$ cat config.mk
export PLATFORM = sky130hd
export DESIGN_NAME = tick_counter8
export DESIGN_NICKNAME = d
export VERILOG_FILES = /design/src/rtl/tc8_pkg.sv /design/src/rtl/tc8_tick_gen.sv /design/src/rtl/tc8_edge_sync.sv /design/src/rtl/tc8_prescaler.sv /design/src/rtl/tick_counter8.sv
export SDC_FILE = /design/constraint.sdc
export NUM_CORES = 1
export LEC_CHECK = 0
export BUFFER_PORTS_ARGS = -buffer_cell sky130_fd_sc_hd__buf_2
export CAP_MARGIN = 20
export CORE_ASPECT_RATIO = 1.4
export CORE_UTILIZATION = 48
export DETAILED_ROUTE_END_ITERATION = 6
export GPL_TIMING_DRIVEN = 0
export PLACE_DENSITY = 0.74
export SKIP_CTS_REPAIR_TIMING = 1
export SLEW_MARGIN = 20
export SYNTH_ARGS = -nofsm -noshare
export SYNTH_HDL_FRONTEND = slang
export SYNTH_HIERARCHICAL = 1
export SYNTH_SLANG_ARGS = --single-unit
$ cat constraint.sdc
create_clock -name clk -period 2.4 [get_ports clk]
set_clock_uncertainty 0.05 [all_clocks]
set_input_delay 0.24 -clock clk [delete_from_list [all_inputs] [get_ports clk]]
set_output_delay 0.24 -clock clk [all_outputs]
set_load 0.02 [all_outputs]
$ cat src/rtl/tc8_pkg.sv
package tc8_pkg;
    localparam int PS_W    = 8;
    localparam int RATIO_W = $clog2(PS_W);
    localparam int CFG_W   = RATIO_W + 4;

    typedef struct packed {
        logic               ext_mode;
        logic               osc_sel;
        logic               fall_edge;
        logic               pre_bypass;
        logic [RATIO_W-1:0] ratio;
    } tc8_cfg_t;

    localparam tc8_cfg_t CFG_RST = '{ext_mode: 1'b0, osc_sel: 1'b0,
                                     fall_edge: 1'b0, pre_bypass: 1'b1,
                                     ratio: '0};

    typedef enum logic [1:0] {SRC_TICK, SRC_PIN, SRC_OSC} tc8_src_e;

    function automatic tc8_src_e pick_src(tc8_cfg_t c);
        if (!c.ext_mode)    return SRC_TICK;
        else if (c.osc_sel) return SRC_OSC;
        else                return SRC_PIN;
    endfunction

    // low (r+1) bits set: terminal pattern for a divide by 2^(r+1)
    function automatic logic [PS_W-1:0] ratio_mask(logic [RATIO_W-1:0] r);
        logic [PS_W-1:0] m;
        for (int i = 0; i < PS_W; i++) m[i] = (i <= int'(r));
        return m;
    endfunction
endpackage

$ cat src/rtl/tc8_tick_gen.sv
module tc8_tick_gen #(
    parameter int DIV = 4
) (
    input  logic clk,
    input  logic rst,
    output logic tick
);
    localparam int PH_W = (DIV > 2) ? $clog2(DIV) : 1;
    localparam logic [PH_W-1:0] PH_LAST = PH_W'(DIV - 1);

    logic [PH_W-1:0] phase;

    always_ff @(posedge clk) begin
        if (rst)                 phase <= '0;
        else if (phase == PH_LAST) phase <= '0;
        else                     phase <= phase + PH_W'(1);
    end

    assign tick = (phase == PH_LAST);

    p_tick_gap_r2: assert property (@(posedge clk) disable iff (rst)
        tick |=> !tick);
endmodule

$ cat src/rtl/tc8_edge_sync.sv
module tc8_edge_sync #(
    parameter int STAGES = 2
) (
    input  logic clk,
    input  logic rst,
    input  logic adv,
    input  logic din,
    input  logic fall_sel,
    output logic edge_hit
);
    logic [STAGES-1:0] sh;
    logic              prev;
    logic              cur;

    always_ff @(posedge clk) begin
        if (rst) begin
            sh   <= '0;
            prev <= 1'b0;
        end else if (adv) begin
            sh   <= {sh[STAGES-2:0], din};
            prev <= sh[STAGES-1];
        end
    end

    assign cur      = sh[STAGES-1];
    assign edge_hit = fall_sel ? (prev & ~cur) : (~prev & cur);
endmodule

$ cat src/rtl/tc8_prescaler.sv
module tc8_prescaler
    import tc8_pkg::*;
(
    input  logic               clk,
    input  logic               rst,
    input  logic               clr,
    input  logic               evt_in,
    input  logic               bypass,
    input  logic [RATIO_W-1:0] ratio,
    output logic               evt_out
);
    logic [PS_W-1:0] pcnt;
    logic [PS_W-1:0] mask;
    logic            terminal;

    assign mask     = ratio_mask(ratio);
    assign terminal = ((pcnt & mask) == mask);
    assign evt_out  = bypass ? evt_in : (evt_in & terminal);

    always_ff @(posedge clk) begin
        if (rst || clr)             pcnt <= '0;
        else if (evt_in && !bypass) pcnt <= pcnt + PS_W'(1);
    end
endmodule

$ cat src/rtl/tick_counter8.sv
module tick_counter8
    import tc8_pkg::*;
#(
    parameter int CNT_W       = 8,
    parameter int DIV         = 4,
    parameter int SYNC_STAGES = 2,
    parameter int HOLD_TICKS  = 2
) (
    input  logic             clk,
    input  logic             rst,
    input  logic             cnt_wr_en,
    input  logic [CNT_W-1:0] cnt_wr_data,
    input  logic             cfg_wr_en,
    input  logic [CFG_W-1:0] cfg_wr_data,
    input  logic             clk_pin,
    input  logic             osc_in,
    input  logic             irq_clr,
    output logic [CNT_W-1:0] count_q,
    output logic             irq_flag,
    output logic             ovf_pulse
);
    localparam int HOLD_W = $clog2(HOLD_TICKS + 1);
    localparam int N_EXT  = 2;

    tc8_cfg_t        cfg;
    tc8_src_e        src;
    logic            tick;
    logic [N_EXT-1:0] ext_vec;
    logic [N_EXT-1:0] ext_hit;
    logic            src_evt;
    logic            gated_evt;
    logic            inc;
    logic            wrap;
    logic [HOLD_W-1:0] hold;
    logic [CNT_W-1:0] cnt;

    always_ff @(posedge clk) begin
        if (rst)            cfg <= CFG_RST;
        else if (cfg_wr_en) cfg <= tc8_cfg_t'(cfg_wr_data);
    end

    assign src = pick_src(cfg);

    tc8_tick_gen #(.DIV(DIV)) u_tick (
        .clk (clk),
        .rst (rst),
        .tick(tick)
    );

    assign ext_vec = {osc_in, clk_pin};

    for (genvar g = 0; g < N_EXT; g++) begin : g_sync
        tc8_edge_sync #(.STAGES(SYNC_STAGES)) u_sync (
            .clk     (clk),
            .rst     (rst),
            .adv     (tick),
            .din     (ext_vec[g]),
            .fall_sel(cfg.fall_edge),
            .edge_hit(ext_hit[g])
        );
    end

    always_comb begin
        unique case (src)
            SRC_PIN: src_evt = tick & ext_hit[0];
            SRC_OSC: src_evt = tick & ext_hit[1];
            default: src_evt = tick;
        endcase
    end

    // hold-off after a count load, measured in instruction ticks
    always_ff @(posedge clk) begin
        if (rst)                     hold <= '0;
        else if (cnt_wr_en)          hold <= HOLD_W'(HOLD_TICKS);
        else if (tick && hold != '0) hold <= hold - HOLD_W'(1);
    end

    assign gated_evt = src_evt & (hold == '0) & ~cnt_wr_en;

    tc8_prescaler u_pre (
        .clk    (clk),
        .rst    (rst),
        .clr    (cnt_wr_en),
        .evt_in (gated_evt),
        .bypass (cfg.pre_bypass),
        .ratio  (cfg.ratio),
        .evt_out(inc)
    );

    assign wrap = inc & (cnt == {CNT_W{1'b1}});

    always_ff @(posedge clk) begin
        if (rst)            cnt <= '0;
        else if (cnt_wr_en) cnt <= cnt_wr_data;
        else if (inc)       cnt <= cnt + CNT_W'(1);
    end

    always_ff @(posedge clk) begin
        if (rst) begin
            ovf_pulse <= 1'b0;
            irq_flag  <= 1'b0;
        end else begin
            ovf_pulse <= wrap;
            if (wrap)         irq_flag <= 1'b1;
            else if (irq_clr) irq_flag <= 1'b0;
        end
    end

    assign count_q = cnt;

    p_load_r3: assert property (@(posedge clk) disable iff (rst)
        $past(cnt_wr_en) |-> (count_q == $past(cnt_wr_data)));

    p_quiet_r2: assert property (@(posedge clk) disable iff (rst)
        (!$past(cnt_wr_en) && !$past(tick)) |-> $stable(count_q));

    p_ovf_width_r6: assert property (@(posedge clk) disable iff (rst)
        ovf_pulse |=> !ovf_pulse);

    p_ovf_flag_r6: assert property (@(posedge clk) disable iff (rst)
        ovf_pulse |-> irq_flag);

    p_clear_r7: assert property (@(posedge clk) disable iff (rst)
        ($past(irq_clr) && !ovf_pulse) |-> !irq_flag);
endmodule

==> flow_summary.toml <==
[worst_hold_path]
hold_class = "in -> reg"
worstHoldStart = "cfg_wr_data[3]"

[layout]
nets = 237
drive_above_1_share_pct = 33.0
syn_to_final_growth_pct = 29.2
antenna_cells = 0

[worst_setup_path]
path_delay_family = "compound AO/OA/AOI/OAI gates"
path_max_fanout = 5
worst-r2r-setup-slack_ns = -0.03
cp_slowest_cell = "or4_4"
required_ns = 2.55
r2r_start = "cfg[4]$_SDFFE_PP0P_"
end_kind = "register"
critPathArrivalTime_ns = 2.58
path_buf_inv = 1
cp-endpoint = "count_q[7]$_SDFFE_PP0P_"
max_stage_delay_ns = 0.43
cp.depth = 11
crit_type = "reg -> reg"
r2r-end = "count_q[7]$_SDFFE_PP0P_"
startpoint = "cfg[4]$_SDFFE_PP0P_"
cp_cell_sequence = "nand2b_4, o21ai_2, mux2i_1, a211oi_2, o211ai_1, a21oi_1, a22o_1, buf_6, nand3_4, or4_4, a311oi_2"
cp-start-kind = "register"
reg2reg_depth = 11

[clock_tree]
htreeDepth = 2
cts_tree = "yes"
clock-sinks = 35
clkSlewWorstSetupHoldPaths_ns = 0.07
numCtsBuffers = 5
clock_latency_ns = 0.28
ctsLongestPathBuffers = 2
root_buffer = "clkbuf_8"

[placement]
gp_congestion = 0.800
port_buffers = 30
place_hpwl_um = 2310
pre_cts_ws_ns = -0.318

[floorplanning]
start_util_pct = 50.5
fp.dieW_um = 50.4
die_h_um = 69.8
dieArea_um2 = 3520
rows = 24
ios = 32
core_um2 = 3120

[synthesis]
asyncSetResetFlopFracSynth_pct = 0
synth_edf_count = 0
ys_seq_area_share_pct = 44.4
yosysMostFrequentCell = "dfxtp_1"
synth.avg_cell_area_um2 = 9.27
synth_top_area_cell = "dfxtp_1"
syn_inst = 170
syn_area_um2 = 1580
synth-seq-cells = 35
syn-num-nets = 196
synth.distinct_cells = 39
synthTopCellsByArea = "dfxtp_1, mux2i_1, nor2_1"
synth_common_cells = "dfxtp_1, nor2_1, mux2i_1"
synth-warning-count = 6
yosysTopAreaCellShare_pct = 44.4
synth_ff_type = "dfxtp_1"

[timing]
drv_slew = 0
hold_violations = 0
grt_setup_unrepaired = "yes"
worst_slew_pin_slew_ns = 0.550
fin_crit_ns = 2.43
max_slew_margin_pct = 63.3
tns_ns = -0.0297
fin_crit_sh_pct = 101
finalSetupViolations = 1
post-route-worst-setup-slack_ns = -0.0297
fmax_mhz = 412

[grt]
grt_pass1_vias = 1270
grt_pass1_wl_um = 5290
overflow = 0
grtUsageTotal_pct = 19.6
antenna_found_initial = 0
grt_max_degree = 12

[status]
violations = "setup timing"
outcome = "complete, but fails checks"

[route]
drcViolationCount = 0
via_per_inst = 5.27
routed-via-count = 1324
final_antenna_net_count = 0
firstDrtPassIters = 4
wl_um = 3390
wire_per_inst_um = 13.5
drt_iter0_drc = 20

[pwr]
cellPowerDensity_nw_per_um2 = 638
vdd_drop_max_uv = 491
power_leakage_nw = 0.809

[flow_run]
max_cap_violations = 0
worst min-delay path by stage:
stage                                       to  slack, ns  cells after the start
CTS                        cfg[3]$_SDFFE_PP1P_       0.13                      2
floorplan           u_tick/phase[1]$_SDFF_PP0_       0.26                      1
global placement         irq_flag$_SDFFE_PP0P_       0.41                      2
finish                     cfg[3]$_SDFFE_PP1P_       0.13                      2
detailed placement       irq_flag$_SDFFE_PP0P_       0.41                      2
global route               cfg[3]$_SDFFE_PP1P_       0.14                      2
cells by family (layout without fill, tap and decap cells):
group           Yosys count  in the layout  share of synthesized area [%]
simple gates             70             70                           22.9
flops                    35             35                           44.4
compound gates           23             23                           9.92
mux                      15             15                           9.60
xor+xnor                 12             12                           6.67
buf+inv                  11             53                           3.25
fa+ha+maj                 4              4                           3.17
metrics by stage:
step / power [W] / instance area [um^2] / hold slack (ns) / std cells / utilization (%)
floorplan: 0.000712 / 1590 / 0.261 / 170 / -
global placement: 0.000752 / 1790 / 0.406 / 239 / 57.3
detailed placement: 0.000758 / 1790 / 0.411 / 239 / 57.3
CTS: 0.00130 / 1910 / 0.131 / 247 / 61.0
global route: 0.00135 / 2040 / 0.138 / 251 / 65.2
finish: 0.00130 / 2040 / 0.135 / 251 / 65.2
layer usage:
metal	up-vias	wire length, um	GRT usage [%]
met1	616	1430	20.5
li1	671	-	-
met5	-	0	0
met4	0	44	9.26
met3	4	99	3.95
met2	33	1810	35.9
cell type report:
| cell class | count | area (um^2) |
|---|---|---|
| timing repair buffer | 34 | 193 |
| clock buffer | 6 | 82.6 |
| sequential | 35 | 707 |
| tap | 39 | 48.8 |
| buffer | 7 | 42.5 |
| clock inverter | 2 | 35.0 |
| fill | 261 | 1090 |
| multi-input combinational | 124 | 913 |
| inverter | 4 | 15.0 |
placed cells by master, fill, tap and decap left out, drive strengths merged, types with 5 or more instances in the layout:
cell type  Yosys  final
a211oi         5      5
buf            3     37
clkbuf         4     10
dfxtp         35     35
mux2i         14     14
nand2          9      9
nand2b         5      5
nand4          7      7
nor2          30     30
o21ai          5      5
xor2          10     10
power by group:
group          internal, W  switching (W)
Combinational    0.0000615      0.0000680
Sequential        0.000604      0.0000248
Clock             0.000336       0.000204
state kept, by name, summed over array words and instances (netlist names):
signal / flops
ovf_pulse: 1
u_tick/phase: 2
cfg: 7
count_q: 8
hold: 2
g_sync.u_sync/prev: 2
irq_flag: 1
g_sync.u_sync/sh: 4
u_pre/pcnt: 8
(Power assumes the default switching activity.)
